[src/rtl/sprom_pkg.sv]
package sprom_pkg;

    typedef enum logic [1:0] {
        ST_IDLE = 2'd0,
        ST_SEND = 2'd1,
        ST_RECV = 2'd2,
        ST_GAP  = 2'd3
    } sprom_state_e;

    localparam logic       START_BIT = 1'b1;
    localparam logic [1:0] RD_CODE   = 2'b10;
    localparam int         HDR_W     = 3;

endpackage

[src/rtl/sprom_sclk_gen.sv]
module sprom_sclk_gen #(
    parameter int DIV = 32
) (
    input  logic clk,
    input  logic rst_n,
    input  logic run,
    input  logic gate,
    output logic rise_stb,
    output logic fall_stb,
    output logic wrap_stb,
    output logic sclk
);

    localparam int HALF = DIV / 2;
    localparam int CW   = (DIV > 1) ? $clog2(DIV) : 1;

    logic [CW-1:0] cnt_q;
    logic          at_end;
    logic          at_mid;

    assign at_end   = (cnt_q == CW'(DIV - 1));
    assign at_mid   = (cnt_q == CW'(HALF - 1));
    assign rise_stb = run && gate && at_mid;
    assign fall_stb = run && gate && at_end;
    assign wrap_stb = run && at_end;

    always_ff @(posedge clk or negedge rst_n) begin
        if (!rst_n) begin
            cnt_q <= '0;
        end else if (!run || at_end) begin
            cnt_q <= '0;
        end else begin
            cnt_q <= cnt_q + 1'b1;
        end
    end

    always_ff @(posedge clk or negedge rst_n) begin
        if (!rst_n) begin
            sclk <= 1'b0;
        end else if (rise_stb) begin
            sclk <= 1'b1;
        end else if (fall_stb || !gate || !run) begin
            sclk <= 1'b0;
        end
    end

endmodule

[src/rtl/sprom_shift.sv]
module sprom_shift #(
    parameter int TX_W = 11,
    parameter int RX_W = 16
) (
    input  logic            clk,
    input  logic            rst_n,
    input  logic            load,
    input  logic [TX_W-1:0] load_val,
    input  logic            tx_shift,
    input  logic            rx_shift,
    input  logic            rx_bit,
    output logic            tx_msb,
    output logic [RX_W-1:0] rx_word
);

    logic [TX_W-1:0] tx_q;

    assign tx_msb = tx_q[TX_W-1];

    always_ff @(posedge clk or negedge rst_n) begin
        if (!rst_n) begin
            tx_q <= '0;
        end else if (load) begin
            tx_q <= load_val;
        end else if (tx_shift) begin
            tx_q <= {tx_q[TX_W-2:0], 1'b0};
        end
    end

    always_ff @(posedge clk or negedge rst_n) begin
        if (!rst_n) begin
            rx_word <= '0;
        end else if (rx_shift) begin
            rx_word <= {rx_word[RX_W-2:0], rx_bit};
        end
    end

endmodule

[src/rtl/sprom_reader.sv]
module sprom_reader
    import sprom_pkg::*;
#(
    parameter int DIV    = 32,
    parameter int ADDR_W = 8,
    parameter int DATA_W = 16
) (
    input  logic              clk,
    input  logic              rst_n,
    input  logic              rd_req,
    input  logic [ADDR_W-1:0] rd_addr,
    output logic              rd_ready,
    output logic [DATA_W-1:0] rd_data,
    output logic              rd_valid,
    output logic              ee_cs,
    output logic              ee_sclk,
    output logic              ee_do,
    output logic              ee_do_oe,
    input  logic              ee_di
);

    localparam int TX_W     = HDR_W + ADDR_W;
    localparam int RISE_TOT = TX_W + 1 + DATA_W;
    localparam int RCW      = $clog2(RISE_TOT + 1);

    sprom_state_e state_q, state_d;

    logic [RCW-1:0]    rise_cnt_q;
    logic              rise_stb, fall_stb, wrap_stb;
    logic              run, gate, load, tx_shift, rx_shift;
    logic              tx_msb;
    logic [DATA_W-1:0] rx_word;
    logic              last_tx_rise, last_rx_rise, capture_rise;

    assign last_tx_rise = (rise_cnt_q == RCW'(TX_W));
    assign last_rx_rise = (rise_cnt_q == RCW'(RISE_TOT));
    assign capture_rise = (rise_cnt_q >= RCW'(TX_W + 1));

    sprom_sclk_gen #(.DIV(DIV)) i_clkgen (
        .clk      (clk),
        .rst_n    (rst_n),
        .run      (run),
        .gate     (gate),
        .rise_stb (rise_stb),
        .fall_stb (fall_stb),
        .wrap_stb (wrap_stb),
        .sclk     (ee_sclk)
    );

    sprom_shift #(.TX_W(TX_W), .RX_W(DATA_W)) i_shift (
        .clk      (clk),
        .rst_n    (rst_n),
        .load     (load),
        .load_val ({START_BIT, RD_CODE, rd_addr}),
        .tx_shift (tx_shift),
        .rx_shift (rx_shift),
        .rx_bit   (ee_di),
        .tx_msb   (tx_msb),
        .rx_word  (rx_word)
    );

    // state register
    always_ff @(posedge clk or negedge rst_n) begin
        if (!rst_n) begin
            state_q <= ST_IDLE;
        end else begin
            state_q <= state_d;
        end
    end

    // next-state logic
    always_comb begin
        state_d = state_q;
        unique case (state_q)
            ST_IDLE: if (rd_req)                    state_d = ST_SEND;
            ST_SEND: if (fall_stb && last_tx_rise)  state_d = ST_RECV;
            ST_RECV: if (fall_stb && last_rx_rise)  state_d = ST_GAP;
            ST_GAP:  if (wrap_stb)                  state_d = ST_IDLE;
            default:                                state_d = ST_IDLE;
        endcase
    end

    // outputs decoded from the state
    always_comb begin
        rd_ready = 1'b0;
        ee_cs    = 1'b0;
        ee_do_oe = 1'b0;
        run      = 1'b0;
        gate     = 1'b0;
        load     = 1'b0;
        tx_shift = 1'b0;
        rx_shift = 1'b0;
        unique case (state_q)
            ST_IDLE: begin
                rd_ready = 1'b1;
                load     = rd_req;
            end
            ST_SEND: begin
                ee_cs    = 1'b1;
                ee_do_oe = 1'b1;
                run      = 1'b1;
                gate     = 1'b1;
                tx_shift = fall_stb && !last_tx_rise;
            end
            ST_RECV: begin
                ee_cs    = 1'b1;
                run      = 1'b1;
                gate     = 1'b1;
                rx_shift = rise_stb && capture_rise;
            end
            ST_GAP: begin
                run      = 1'b1;
            end
            default: begin
                rd_ready = 1'b0;
            end
        endcase
    end

    assign ee_do = tx_msb & ee_do_oe;

    // rising-edge counter for the current transaction
    always_ff @(posedge clk or negedge rst_n) begin
        if (!rst_n) begin
            rise_cnt_q <= '0;
        end else if (state_q == ST_IDLE) begin
            rise_cnt_q <= '0;
        end else if (rise_stb) begin
            rise_cnt_q <= rise_cnt_q + 1'b1;
        end
    end

    // result register and strobe
    always_ff @(posedge clk or negedge rst_n) begin
        if (!rst_n) begin
            rd_valid <= 1'b0;
            rd_data  <= '0;
        end else begin
            rd_valid <= (state_q == ST_RECV) && fall_stb && last_rx_rise;
            if ((state_q == ST_RECV) && fall_stb && last_rx_rise) begin
                rd_data <= rx_word;
            end
        end
    end

endmodule

[config.mk]
export PLATFORM = sky130hd
export DESIGN_NAME = sprom_reader
export DESIGN_NICKNAME = d
export VERILOG_FILES = /design/src/rtl/sprom_pkg.sv /design/src/rtl/sprom_sclk_gen.sv /design/src/rtl/sprom_shift.sv /design/src/rtl/sprom_reader.sv
export SDC_FILE = /design/constraint.sdc
export NUM_CORES = 1
export LEC_CHECK = 0
export ABC_AREA = 1
export CORE_ASPECT_RATIO = 1.25
export CORE_UTILIZATION = 25
export DETAILED_ROUTE_END_ITERATION = 8
export SYNTH_ARGS = -nofsm -noshare
export SYNTH_HDL_FRONTEND = slang
export SYNTH_SLANG_ARGS = --single-unit
[constraint.sdc]
create_clock -name clk -period 1.7 [get_ports clk]
set_input_delay 0.17 -clock clk [delete_from_list [all_inputs] [get_ports clk]]
set_output_delay 0.17 -clock clk [all_outputs]
set_load 0.02 [all_outputs]
== After elaboration in Yosys (flattened, before gate mapping) ==
Index checks and enable logic that the tools add are counted.

* $add $sub $neg: 2
* $lt $le $gt $ge: 1
* Eq/ne operators: 11
* Multiplexer cells: 19
* Bitwise operators: 1
* Reduce and logical (&&, ||, !) cells: 23

{| class="wikitable"
|+ Operators by type and width
! cell !! count
|-
| $mux 11 || 2
|-
| $mux 5 || 3
|-
| $add 5x1->5 const B || 2
|-
| $eq 5x4->1 const B || 2
|-
| $eq 5x5->1 const B || 2
|-
| $logic_and 1x1->1 || 10
|-
| $mux 1 || 9
|-
| $mux 2 || 4
|-
| $pmux 2 s4 || 1
|-
| $ne 2x2->1 const B || 3
|-
| $reduce_bool 2->1 || 3
|-
| $ge 5x4->1 const B || 1
|-
| $eq 2x2->1 const B || 2
|-
| $reduce_and 4->1 || 1
|-
| $logic_not 1->1 || 3
|-
| $logic_or 1x1->1 || 3
|-
| $reduce_or 3->1 || 1
|-
| $eq 2x1->1 const B || 1
|-
| $logic_not 2->1 || 1
|-
| $ne 2x1->1 const B || 1
|-
| $reduce_or 2->1 || 1
|-
| $and 1x1->1 || 1
|}

* Register bits after elaboration: 57
* Input bits: 12
* Output and inout port bits: 22
* Logic and storage cells: 65

== Longest topological paths before layout ==
Gate-level depths: netlist of run 1.

* Depth in word-level cells: 9
* Mapped depth: 11
* Gate-level depth less buffers: 11

== By module ==
From an unflattened synthesis of run 1, not the netlist that was laid out.

* Cell total of the unflattened synthesis: 293
* Area, all modules: 2548.7 um2

{| class="wikitable"
|+ Modules (own cells, without submodules)
! module !! times used !! cells each !! area each (um2) !! seq. area each (um2)
|-
| sprom_reader || 1 || 138 || 1161.1 || 600.6
|-
| sprom_shift || 1 || 119 || 1087.3 || 675.6
|-
| sprom_sclk_gen || 1 || 36 || 300.3 || 150.1
|}

== Worst setup path after synthesis of run 1 ==
Ideal clock, no wire load.

* Path type: flip-flop to flip-flop
* From: reg state_q[0]
* To: reg i_shift.tx_q[1]
* Setup time: 123 ps
* Data arrival time: 1522 ps
* Data required time: 1577 ps
* Slack: 55 ps
* Cell stages (with the launch flop): 9
* Path buffers: 1
* Period minus slack after synthesis: 1645 ps
* Cells stage by stage: dfrtp_1 inv_1 ha_1 nand2_2 nor2_8 nand2_4 buf_6 nand3_2 nand3_2

* Word-level cells in the longest chain between the ends: 8
* Elaborated cells on any way between the ends: 15
* Classes of those cells: 3 x eq/ne; 5 x mux; 7 x reduce/logical

{| class="wikitable"
|+ RTL lines
! item !! line !! text
|-
| start: declaration || sprom_reader.sv:26 || <nowiki>sprom_state_e state_q, state_d;</nowiki>
|-
| start signal: assignment || sprom_reader.sv:67 || <nowiki>state_q <= state_d;</nowiki>
|-
| $eq 2x2->1 / $eq 2x1->1 (equally long branches) || -- ||
|-
| $reduce_or 2->1 (no source line) * || -- ||
|-
| $mux 1 * || -- ||
|-
| net ee_cs || sprom_reader.sv:15 || <nowiki>output logic ee_cs,</nowiki>
|-
| $logic_and 1x1->1 * (2 in series) || sprom_sclk_gen.sv:24 || <nowiki>assign fall_stb = run && gate && at_end;</nowiki>
|-
| $logic_and 1x1->1 * || sprom_reader.sv:103 || <nowiki>tx_shift = fall_stb && !last_tx_rise;</nowiki>
|-
| $mux 1 * || sprom_reader.sv:93 || <nowiki>unique case (state_q)</nowiki>
|-
| $reduce_bool 2->1 (no source line) * || -- ||
|-
| end signal: assignment || sprom_shift.sv:24 || <nowiki>tx_q <= load_val;</nowiki>
|-
| end signal: assignment || sprom_shift.sv:26 || <nowiki>tx_q <= {tx_q[TX_W-2:0], 1'b0};</nowiki>
|-
| end: declaration || sprom_shift.sv:16 || <nowiki>logic [TX_W-1:0] tx_q;</nowiki>
|}

The timed path passes the listed nets; every way through them passes the cells marked *.
A chain may end at the register's enable or synchronous reset.

== Worst setup path in the final report of run 1 ==
* From: reg i_clkgen.cnt_q[1]
* To: reg i_shift.rx_word[15]

* Word-level cells in the longest chain between the ends: 4

{| class="wikitable"
|+ RTL lines
! item !! line !! text
|-
| start: declaration || sprom_sclk_gen.sv:17 || <nowiki>logic [CW-1:0] cnt_q;</nowiki>
|-
| start signal: assignment || sprom_sclk_gen.sv:33 || <nowiki>cnt_q <= cnt_q + 1'b1;</nowiki>
|-
| $eq 5x4->1 || sprom_sclk_gen.sv:22 || <nowiki>assign at_mid = (cnt_q == CW'(HALF - 1));</nowiki>
|-
| $logic_and 1x1->1 || sprom_sclk_gen.sv:23 || <nowiki>assign rise_stb = run && gate && at_mid;</nowiki>
|-
| $logic_and 1x1->1 || sprom_reader.sv:109 || <nowiki>rx_shift = rise_stb && capture_rise;</nowiki>
|-
| $mux 1 || sprom_reader.sv:93 ||
|-
| end signal: assignment || sprom_shift.sv:34 || <nowiki>rx_word <= {rx_word[RX_W-2:0], rx_bit};</nowiki>
|-
| end: declaration || sprom_shift.sv:13 || <nowiki>output logic [RX_W-1:0] rx_word</nowiki>
|}

Every way passes these cells.

==> results of run 1 <==
==> layout by cell type (no fill, tap or decap), types with 3 or more instances in the layout <==
cell,netlist,routed
buf_12,0,4
o21ai_2,15,17
inv_1,29,29
nand4_1,9,9
o21ai_0,5,5
ha_2,0,4
ha_1,10,6
clkinv_2,1,3
nand2_1,68,65
nor2_1,13,12
buf_4,0,9
clkbuf_16,0,11
clkdlybuf4s50_1,0,28
nand3_2,15,18
a21oi_1,5,5
nand2_2,4,6
o21ai_1,16,14
dfrtp_1,57,57
==> repair_timing <==
action,4_1_cts,5_1_grt
gates resized for setup,8,18
endpoints found under the setup margin,5,46
pin swaps,0,4
hold buffers,1,0
cloned,0,5
setup buffers,0,4
endpoints found under the hold margin,57,0
==> Yosys cell counts <==
| library cell | count | share of area, % |
|---|---|---|
| o21ai_2 | 15 | 4.9 |
| nor2_4 | 1 | 0.42 |
| inv_2 | 1 | 0.14 |
| buf_6 | 6 | 2.5 |
| ha_1 | 10 | 4.6 |
| nor3b_1 | 1 | 0.28 |
| nor3_2 | 1 | 0.37 |
| nand4_1 | 9 | 2.1 |
| nand2_2 | 4 | 0.92 |
| a211oi_1 | 1 | 0.28 |
| nand2_4 | 1 | 0.42 |
| clkinv_2 | 1 | 0.18 |
| o21ai_1 | 16 | 3.0 |
| a21oi_2 | 1 | 0.32 |
| or2_2 | 1 | 0.23 |
| dfrtp_1 | 57 | 53 |
| inv_1 | 29 | 4.0 |
| o21bai_1 | 1 | 0.28 |
| o21ai_0 | 5 | 0.92 |
| nand3_4 | 2 | 1.3 |
| clkinv_1 | 1 | 0.14 |
| nand3_2 | 15 | 5.5 |
| a21oi_1 | 5 | 0.92 |
| nand2_1 | 68 | 9.4 |
| clkbuf_1 | 1 | 0.14 |
| nand3_1 | 4 | 0.74 |
| nor2_8 | 1 | 0.74 |
| buf_2 | 3 | 0.55 |
| nor2_1 | 13 | 1.8 |
| or2_1 | 1 | 0.23 |
==> metrics by stage <==
| stage | util, % | TNS, ns | worst slack, ns | instances |
|---|---|---|---|---|
| after global placement | 30.6 | 0 | 0.0563 | 440 |
| after detailed placement | 30.6 | -0.0109 | -0.00646 | 440 |
| after floorplan | - | 0 | 0.0554 | 275 |
| final | 34.9 | 0 | 0.0368 | 465 |
| after global routing | 34.9 | -1.51 | -0.0590 | 465 |
| after CTS | 33.5 | 0 | 0.00579 | 456 |
==> sequential cells by signal, indices dropped and copies added, names as in the netlist <==
register,count
i_clkgen.sclk,1
rise_cnt_q,5
i_shift.rx_word,16
rd_valid,1
state_q,2
i_clkgen.cnt_q,5
i_shift.tx_q,11
rd_data,16
==> cells by family after synthesis <==
logic type                 Yosys count
DFF                                 57
adders and majority gates           10
and+or+nand+nor                    122
AOI/OAI and AO/OA                   44
buffers and inverters               42
==> tightest hold or removal path: stages <==
cell           delay [ns]
dlygate4sd3_1        0.52
buf_2                0.12
buf_12               0.27
==> power groups by stage <==
stage / Combinational [uW] / Sequential, uW / Clock (uW)
after floorplan: 728 / 1630 / 0
after global placement: 1070 / 1630 / 0
after detailed placement: 1080 / 1640 / 0
after CTS: 1060 / 1610 / 1770
after global routing: 1250 / 1630 / 1840
final: 1100 / 1610 / 1730
==> layout make-up <==
cell class / count / area, sq um
inverter: 32 / 125
multi-input combinational: 177 / 1140
tap: 132 / 165
clock buffer: 9 / 225
fill: 1071 / 6870
timing repair buffer: 52 / 548
clock inverter: 6 / 60.1
sequential: 57 / 1430
==> metal layers <==
metal,vias to the layer above,share of wire [%]
met5,-,0
met4,0,1.7
met3,10,3.7
met2,41,50
met1,945,45
li1,994,-
==> how the worst max path moves through the flow <==
stage / cells past startpoint / start / endpoint
final: 10 / i_clkgen.cnt_q[1]$_DFF_PN0_ / i_shift.rx_word[15]$_DFFE_PN0P_
after floorplan: 8 / state_q[0]$_DFFE_PN0P_ / i_shift.tx_q[1]$_DFFE_PN0P_
after CTS: 3 / state_q[1]$_DFFE_PN0P_ / ee_cs
after global routing: 10 / i_clkgen.cnt_q[0]$_DFF_PN0_ / i_shift.rx_word[8]$_DFFE_PN0P_
after global placement: 3 / state_q[0]$_DFFE_PN0P_ / ee_cs
after detailed placement: 11 / i_clkgen.cnt_q[0]$_DFF_PN0_ / state_q[1]$_DFFE_PN0P_
==> key figures, run 1 <==
Run status
  – Status: finished, final reports clean

Final layout
  – Layout cells sized above 1: between 20 and 30%
  – Final net count: 351
  – Antenna diodes: 0
  – Post-route cell area: ~3700 sq um
  – Area delta synth->final: 36.3%

Logic synthesis
  – Post-synthesis mux area share: 0%
  – Yosys reg bits: 57
  – Post-Synth Adder-Cell Area: under 10%
  – Syn_nets: 297
  – Post-synthesis simple-gate area fraction: 24.5%
  – Seq/Total Area, Yosys: 52.7%
  – Syn Inst Count: 275
  – Mapped cell area: 2710 sq um
  – Post-synthesis xor/xnor area fraction: 0%
  – Mapped Avg Cell Area: approximately 9.8 sq um
  – Distinct cells, synth: 30
  – Largest family of logic cells by synthesized area: simple AND/OR/NAND/NOR gates
  – Synth warn: 0
  – Synth Area in Compound Gates: 10.5%

Clock network
  – Clock sink count: 57
  – TritonCTS buffer count: 9
  – CTS clk-pin slew, worst paths: roughly 0.050 ns
  – CTS root buffer: clkbuf_16
  – CTS tree: done
  – Worst-case clock buffer depth: 2
  – Worst skew pair latency: 0.32 ns
  – H-tree depth: 3

GRT
  – Gr usage total: approximately 10%
  – Initial antenna violation count: 0
  – Met2 usage: between 10% and 20%
  – Top Usage Layer GRT: met2
  – M1 GR Usage: 12.3%
  – Global-route wire length before repair: 8780 um
  – Pin count of the biggest net entering global routing: 58
  – Met3 Use GR: under 10%
  – Total gr overflow: 0
  – Vias in the first global route: 1913

Pwr
  – Combinational share of power: 24.8%
  – P_int: 3070 uW
  – Clock network fraction of total power: 38.8%
  – Switch share: a little under a third
  – Pwr dens: 1200 nW/um^2
  – Cell leakage power: between 0.0015 and 0.002 uW
  – Peak supply drop: 0.661 mV
  – Power after layout: 4440 uW
  – Proportion of power drawn by flip-flops and latches: 36.3%
  – Net switching power: 1370 uW

STA
  – Max Fclk: 601 MHz
  – Final hold viol count: 0
  – Hold_ws: 0.371 ns
  – Max-Slew Margin vs Limit: 74.4%
  – Pins Over Slew Limit: 0
  – Clk_skew: about 0.0062 ns
  – Minimum clock period: around 1.7 ns
  – Final setup viols: 0
  – RSZ-0062 raised after global routing: yes
  – Final Cycle Share: 97.8%
  – Worst Tran Pin Value: 0.384 ns

Setup path
  – CP max-delay cell: dfrtp_1
  – R2R Setup Slk: 0.04 ns
  – Register-to-Register Path Depth: 10
  – Slowest stage delay, CP: 0.35 ns
  – Most common cell on crit path: nand2_2
  – Worst EP required: roughly 1.9 ns
  – Worst Setup End Kind: flop
  – CP Launch Type: flop
  – Worst r2r src: i_clkgen.cnt_q[1]$_DFF_PN0_
  – Crit path cell chain: ha_2 -> nand2_2 -> nor2_4 -> ha_1 -> nand2_2 -> inv_4 -> nand3_4 -> clkbuf_16 -> nand2_1 -> o21ai_1
  – Worst r2r dst: i_shift.rx_word[15]$_DFFE_PN0P_
  – Arr. time, crit path: about 1.9 ns
  – Critical path peak fanout: 5
  – WP buf/inv: 2
  – CP delay by family, top: simple AND/OR/NAND/NOR gates
  – Setup Crit Path Kind: reg2reg

Run
  – Max-Cap Viols: 0

Placed design
  – Routability congestion estimate: 0.754
  – IO Port Bufs: 33
  – Post-DP HPWL: 3460 um
  – Placed Area: 3240 sq um

Floorplan
  – Die Outline Area: 11300 sq um
  – Initial core utilization: approximately 26%
  – Die X: 95.1 um
  – I/O pin cnt: 34
  – Core footprint: 10600 sq um
  – Cell row count: 42
  – Die H: approximately 120 um

Drt
  – Via count: 1990
  – Drt wl/cell: 11.4 um
  – 1st-pass router iterations: 4
  – Final WL: 5300 um
  – DR vias/cell: 4.28
  – Initial detailed-routing violation count: 62
  – DRC viols: 0
  – Post-route ant nets: 0

Worst hold path
  – HP Class: in2async
(Power assumes the default switching activity.)
==> run 2: changes to the inputs <==
--- a/config.mk
+++ b/config.mk
@@ -7,6 +7,7 @@
 export LEC_CHECK = 0
 export ABC_AREA = 1
 export CORE_ASPECT_RATIO = 1.25
+export CORE_MARGIN = 2
 export CORE_UTILIZATION = 25
 export DETAILED_ROUTE_END_ITERATION = 8
 export SYNTH_ARGS = -nofsm -noshare
==> key figures, run 2 (synthesis gave the netlist of run 1 again) <==
Drt
  – DRC viols: 0
  – Post-route ant nets: 0
  – Initial detailed-routing violation count: between 70 and 80
  – Final WL: ~5400 um
  – Via count: slightly below 2k
  – Drt wl/cell: 11.6 um
  – DR vias/cell: 4.23
  – 1st-pass router iterations: 4

Worst hold path
  – HP Class: in2async

Setup path
  – Worst r2r dst: i_shift.tx_q[7]$_DFFE_PN0P_
  – Register-to-Register Path Depth: 9
  – Critical path peak fanout: 7
  – Worst r2r src: i_clkgen.cnt_q[0]$_DFF_PN0_
  – Crit path cell chain: ha_2 -> nand2_2 -> nor2_4 -> ha_4 -> nand2_4 -> nor2_8 -> nand2_4 -> nand3_2 -> nand3_2
  – CP max-delay cell: dfrtp_1
  – Arr. time, crit path: 1.87 ns
  – Setup Crit Path Kind: reg2reg
  – Worst Setup End Kind: flop
  – Worst EP required: 1.90 ns
  – R2R Setup Slk: 0.03 ns
  – Slowest stage delay, CP: 0.36 ns
  – CP Launch Type: flop

STA
  – Pins Over Slew Limit: 0
  – Worst Tran Pin Value: 0.395 ns
  – Max-Slew Margin vs Limit: 73.6%
  – Clk_skew: 0.00372 ns
  – Setup TNS: 0 ns
  – Max Fclk: 600 MHz
  – Minimum clock period: between 1.5 and 2 ns
  – Final hold viol count: 0
  – PnR worst setup slack: 0.0328 ns
  – RSZ-0062 raised after global routing: yes
  – Final setup viols: 0
  – Final Cycle Share: 98.1%

Final layout
  – FILL cells: 1067
  – Post-route cell area: 3670 sq um
  – Largest regs: i_shift.rx_word (16), rd_data (16), i_shift.tx_q (11)
  – Commonest non-fill, non-tap cell in the layout: nand2_1
  – Area delta synth->final: 35.6%
  – Most frequent cells in the layout: nand2_1, dfrtp_1, inv_1, clkdlybuf4s50_1, o21ai_2
  – Final net count: 348
  – Antenna diodes: 0
  – Layout cells sized above 1: 27.1%
  – Core Util, Final: 34.8%

GRT
  – Pin count of the biggest net entering global routing: 58
  – Total gr overflow: 0
  – Gr usage total: around a tenth
  – Vias in the first global route: 1966
  – Global-route wire length before repair: 8840 um
  – Initial antenna violation count: 0

Clock network
  – TritonCTS buffer count: 9
  – CTS tree: done
  – H-tree depth: 3
  – Worst-case clock buffer depth: 2
  – Worst skew pair latency: 0.32 ns
  – Clock sink count: 57
  – CTS clk-pin slew, worst paths: roughly 0.050 ns
  – CTS root buffer: clkbuf_16

Placed design
  – Post-DP HPWL: between 3000 and 4000 um
  – IO Port Bufs: 33
  – Pre-CTS WS: -0.0213 ns
  – Placed Area: 3240 sq um
  – Routability congestion estimate: 0.765

Floorplan
  – Cell row count: 42
  – I/O pin cnt: 34
  – Die H: 120 um
  – Initial core utilization: 25.6%
  – Die Outline Area: 11700 sq um
  – Die X: 97.1 um
  – Core footprint: 10600 sq um

Pwr
  – Pwr dens: 1180 nW/um^2
  – Cell leakage power: 0.00164 uW
  – Peak supply drop: 0.578 mV

Run
  – Max-Cap Viols: 0

Run status
  – Status: finished, final reports clean
==> run 2: final cells by class <==
cell class / instances / area (sq um) / share of cell area, %
clock buffer: 11 / 253 / 6.88
multi-input combinational: 177 / 1170 / 31.9
inverter: 32 / 121 / 3.30
sequential: 57 / 1430 / 38.8
tap: 132 / 165 / 4.50
clock inverter: 3 / 17.5 / 0.477
timing repair buffer: 49 / 519 / 14.1
==> run 2: worst max path at each step <==
stage               slack, ns                      endpoint                        start  cells after the start
finish                   0.03   i_shift.tx_q[7]$_DFFE_PN0P_  i_clkgen.cnt_q[0]$_DFF_PN0_                      9
global route            -0.08   i_shift.tx_q[6]$_DFFE_PN0P_  i_clkgen.cnt_q[0]$_DFF_PN0_                      9
CTS                     0.005                         ee_cs       state_q[0]$_DFFE_PN0P_                      3
detailed placement      -0.02  i_shift.tx_q[10]$_DFFE_PN0P_  i_clkgen.cnt_q[0]$_DFF_PN0_                     10
global placement         0.02  i_shift.tx_q[10]$_DFFE_PN0P_  i_clkgen.cnt_q[0]$_DFF_PN0_                     10
floorplan                0.06   i_shift.tx_q[1]$_DFFE_PN0P_       state_q[0]$_DFFE_PN0P_                      8
==> run 2: report_power, final <==
group | leakage (uW) | internal (uW) | switching [uW] | total [uW]
logic | 0.000744 | 420 | 681 | 1100
registers | 0.000764 | 1520 | 100 | 1620
clock network | 0.000133 | 1040 | 579 | 1620
==> run 2: what timing repair did <==
| item | CTS | global route |
|---|---|---|
| gates cloned | 0 | 2 |
| pin swaps | 0 | 12 |
| hold buffers | 1 | 0 |
| buffers inserted | 0 | 4 |
| resized for setup | 8 | 26 |
| endpoints found under the setup margin | 16 | 45 |
| endpoints found under the hold margin | 57 | 0 |
==> run 2: stage by stage <==
step,power [uW],cells,hold WS (ns)
after floorplan,2350,275,-0.126
after global placement,2700,440,0.199
after detailed placement,2720,440,0.200
after CTS,4340,455,0.376
after global routing,4590,461,0.399
final,4340,461,0.377
==> run 2: worst max-delay path: cells and delay by family (launching register included) <==
kind	cells	cell delay, ns
adder cells (fa/ha/maj)	2	0.36
flip-flops	1	0.36
AND/OR/NAND/NOR	7	0.81
==> run 2: routing by layer <==
metal  vias to the layer above  GRT usage [%]  wire length (um)
li1                        988              -                 -
met5                         -              0                 0
met3                         8           3.29               237
met4                         0           3.70                68
met1                       923           11.1              2450
met2                        33           15.5              2600
